`src/rtl/char_word_display.sv`:
```
module char_word_display (
  input  logic       clk,
  input  logic       rst,
  input  logic       word_sel,
  output logic [6:0] seg_n
);

  typedef enum logic [1:0] {
    LTR_A = 2'b00,
    LTR_B = 2'b01,
    LTR_C = 2'b10,
    LTR_S = 2'b11
  } letter_t;

  letter_t cur, nxt;

  always_ff @(posedge clk) begin
    if (rst) cur <= LTR_A;
    else     cur <= nxt;
  end

  always_comb begin
    unique case (cur)
      LTR_A:   nxt = word_sel ? LTR_C : LTR_B;
      LTR_B:   nxt = word_sel ? LTR_S : LTR_C;
      LTR_C:   nxt = word_sel ? LTR_B : LTR_A;
      default: nxt = word_sel ? LTR_C : LTR_A;
    endcase
  end

  logic [6:0] glyph;

  always_comb begin
    unique case (cur)
      LTR_A:   glyph = 7'b1110111;
      LTR_B:   glyph = 7'b0011111;
      LTR_C:   glyph = 7'b1001110;
      default: glyph = 7'b1011011;
    endcase
  end

  assign seg_n = ~glyph;

endmodule

```
`config.mk`:
```
export PLATFORM = sky130hd
export DESIGN_NAME = char_word_display
export DESIGN_NICKNAME = d
export VERILOG_FILES = /design/src/rtl/char_word_display.sv
export SDC_FILE = /design/constraint.sdc
export NUM_CORES = 1
export LEC_CHECK = 0
export BUFFER_PORTS_ARGS = -buffer_cell sky130_fd_sc_hd__buf_4
export CORE_AREA = 2 2 39 41
export CTS_CLUSTER_DIAMETER = 40
export DETAILED_ROUTE_END_ITERATION = 8
export DIE_AREA = 0 0 41 43
export GPL_TIMING_DRIVEN = 0
export PLACE_DENSITY = 0.32
export SETUP_SLACK_MARGIN = 0.02
export SLEW_MARGIN = 30
export SYNTH_ARGS = -nofsm -noshare
export SYNTH_HDL_FRONTEND = slang
export SYNTH_SLANG_ARGS = --single-unit
```
`constraint.sdc`:
```
create_clock -name clk -period 2.3 [get_ports clk]
set_clock_uncertainty 0.2 [all_clocks]
set_input_delay 0.23 -clock clk [delete_from_list [all_inputs] [get_ports clk]]
set_output_delay 0.23 -clock clk [all_outputs]
set_load 0.05 [all_outputs]
```
==> run metrics <==
Post-CTS Setup Repair Bufs 0; global-route total usage across every layer 0.0591; Max-Cap Viols 0; cell-by-cell trace of the critical path nor2b_1 > buf_4 > buf_4; crit-path leading delay family flip-flops; setup repair after global routing missed its margin false; net count reported at finish 35; Clock Tree Root clkbuf_4; sum of routed wire length over all layers a little under 400 microns; post-route cell area about 250 sq um; Die Wd between 40 and 50 microns; instance area at placement around 220 sq um; total negative slack for setup checks 0 ns; final number of max-transition violations 0; Vert. Die Dim roughly 43 microns; Via Count 160; largest fanout of any net on the critical path 7; layout overhead on the synthesized area 81.1%; top-level I/O count 10; worst slack on hold paths 0.0876 ns; input/output buffers 8; core utilization of the finished layout 0.182; Reg with most FFs cur; post-synth cell types 14; Net Count, Synth 21; number of H-tree branching levels 1; area fraction of the dominant cell type after synthesis 0.288; worst ir drop on vdd 0.197 mV; run status finished, final reports clean; Min Clock Period, post-route about 1.6 ns; leakage power between 0.1 and 0.15 nW; most frequent cells in the layout buf_4, clkbuf_4, nor2_1, nor2b_1, dfxtp_1; via count normalized by instance count between 3 and 4; portion of the post-synthesis area used by sequential elements 0.288; Slowest-stage cell, CP dfxtp_1; number of antenna cells inserted 0; most common cell after layout, fill and taps aside buf_4; share of post-route cells with drive strength above 1 0.467; most frequent CP cell buf_4; buffers from clock root to sink, at most 2; drt pass-1 iters 4; worst path arrival time ~1.2 ns; global-route wire length before repair approximately 630 microns; number of warnings issued by yosys 0; cells taking the most area after synthesis dfxtp_1, buf_4, nor2b_1; total core area between 0.001 and 0.0015 sq mm; setup violation total in the final timing report 0; max reg flops 2; cts repair resizes 0; class of the most critical setup path reg2out; # rows 14; initial standard-cell utilization of the core 0.100; CP Capture Type output port; post-detailed-route wirelength per cell between 8 and 9 microns; achievable clock frequency ~630 MHz; number of buffers created by CTS 3; max incr delay on CP around 0.41 ns; source-to-sink clock delay at the later pin of the worst-skew pair roughly 0.22 ns; part of the cycle the worst path needs 0.692; min-delay worst type in2reg; area of the die 0.00176 sq mm; synthesized cell area 139 sq um; registers with the most flip-flops cur (2); remaining design rule violation count 0; initial drt markers 3; library cell with the largest summed area after synthesis dfxtp_1; endpoint required time on the critical path 1.87 ns; CTS tree built; Final Hold Violating Endpoints 0; pin count of the biggest net entering global routing 10; number of buffers and inverters on the critical path 2; via count of the first global-routing pass 156; Detail Route Antenna Nets 0; GPL Wtd Cong approximately 0.53; power per unit of standard cell area between 900 and 1000 mW/mm^2; Sink Count 2; Worst Setup Start Kind flop; CTS Hold Buffers Added 1; post-synthesis average cell area ~7.7 sq um; total of flip-flops plus latches after synthesis 2; initial antenna violation count 0; post-synthesis cell count 18; sum of overflow across all layers after global routing 0; Clk pin slew, worst setup/hold paths ~0.03 ns
==> stage by stage <==
stage / power (mW) / cells / worst slack (ns)
global route: 0.239 / 46 / 0.609
global placement: 0.144 / 42 / 1.00
floorplan: 0.118 / 18 / 0.374
detailed placement: 0.148 / 42 / 0.936
CTS: 0.233 / 46 / 0.686
finish: 0.226 / 46 / 0.709
==> cell type report <==
class,instances,area [sq um]
buffer,2,15.0
clock buffer,3,22.5
fill,160,1130
inverter,1,3.75
multi-input combinational,13,80.1
sequential,2,40.0
tap,16,20.0
timing repair buffer,9,70.1
==> layer usage <==
metal	part of all wire	up-vias	global-route usage
met4	0	0	0.0800
met5	0	-	0
met2	0.47	9	0.0781
met3	0.096	0	0.0157
met1	0.43	70	0.0605
li1	-	81	-
==> Yosys cell counts <==
master and number:
buf_4 2, dfxtp_1 2, nor2_1 2, nor2b_1 2
a21oi_1 1, a31o_1 1, and2_2 1, conb_1 1
inv_1 1, nand2_1 1, nand2b_1 1, nor4bb_1 1
o21bai_1 1, or2b_1 1
==> logic make-up after synthesis <==
group / Yosys count / share of synthesized area
AO/OA/AOI/OAI: 3 / 0.153
buffers and inverters: 3 / 0.135
flip-flops: 2 / 0.288
other: 1 / 0.0270
AND/OR/NAND/NOR: 9 / 0.396
==> worst reg2reg max path: cells and delay by family, from the launching register on <==
kind	cells	cell delay [ns]
AOI/OAI and AO/OA	1	0.17
DFF	1	0.36
and+or+nand+nor	1	0.24
==> power breakdown <==
part / switching (mW) / internal [mW] / leakage (nW) / total [mW]
logic: 0.0675 / 0.0338 / 0.0942 / 0.101
clock network: 0.0207 / 0.0576 / 0.0138 / 0.0783
registers: 0.00741 / 0.0393 / 0.0167 / 0.0468
==> path summary, 6_finish.rpt <==
check,from,endpoint,slack (ns),cells past startpoint
setup / recovery,cur[1],seg_n[4],0.71,3
setup reg to reg,cur[0],cur[0],1.21,2
hold reg to reg,cur[0],cur[1],0.34,2
hold / removal,word_sel,cur[1],0.09,3
No activity file was read; power rests on OpenSTA's default activity.
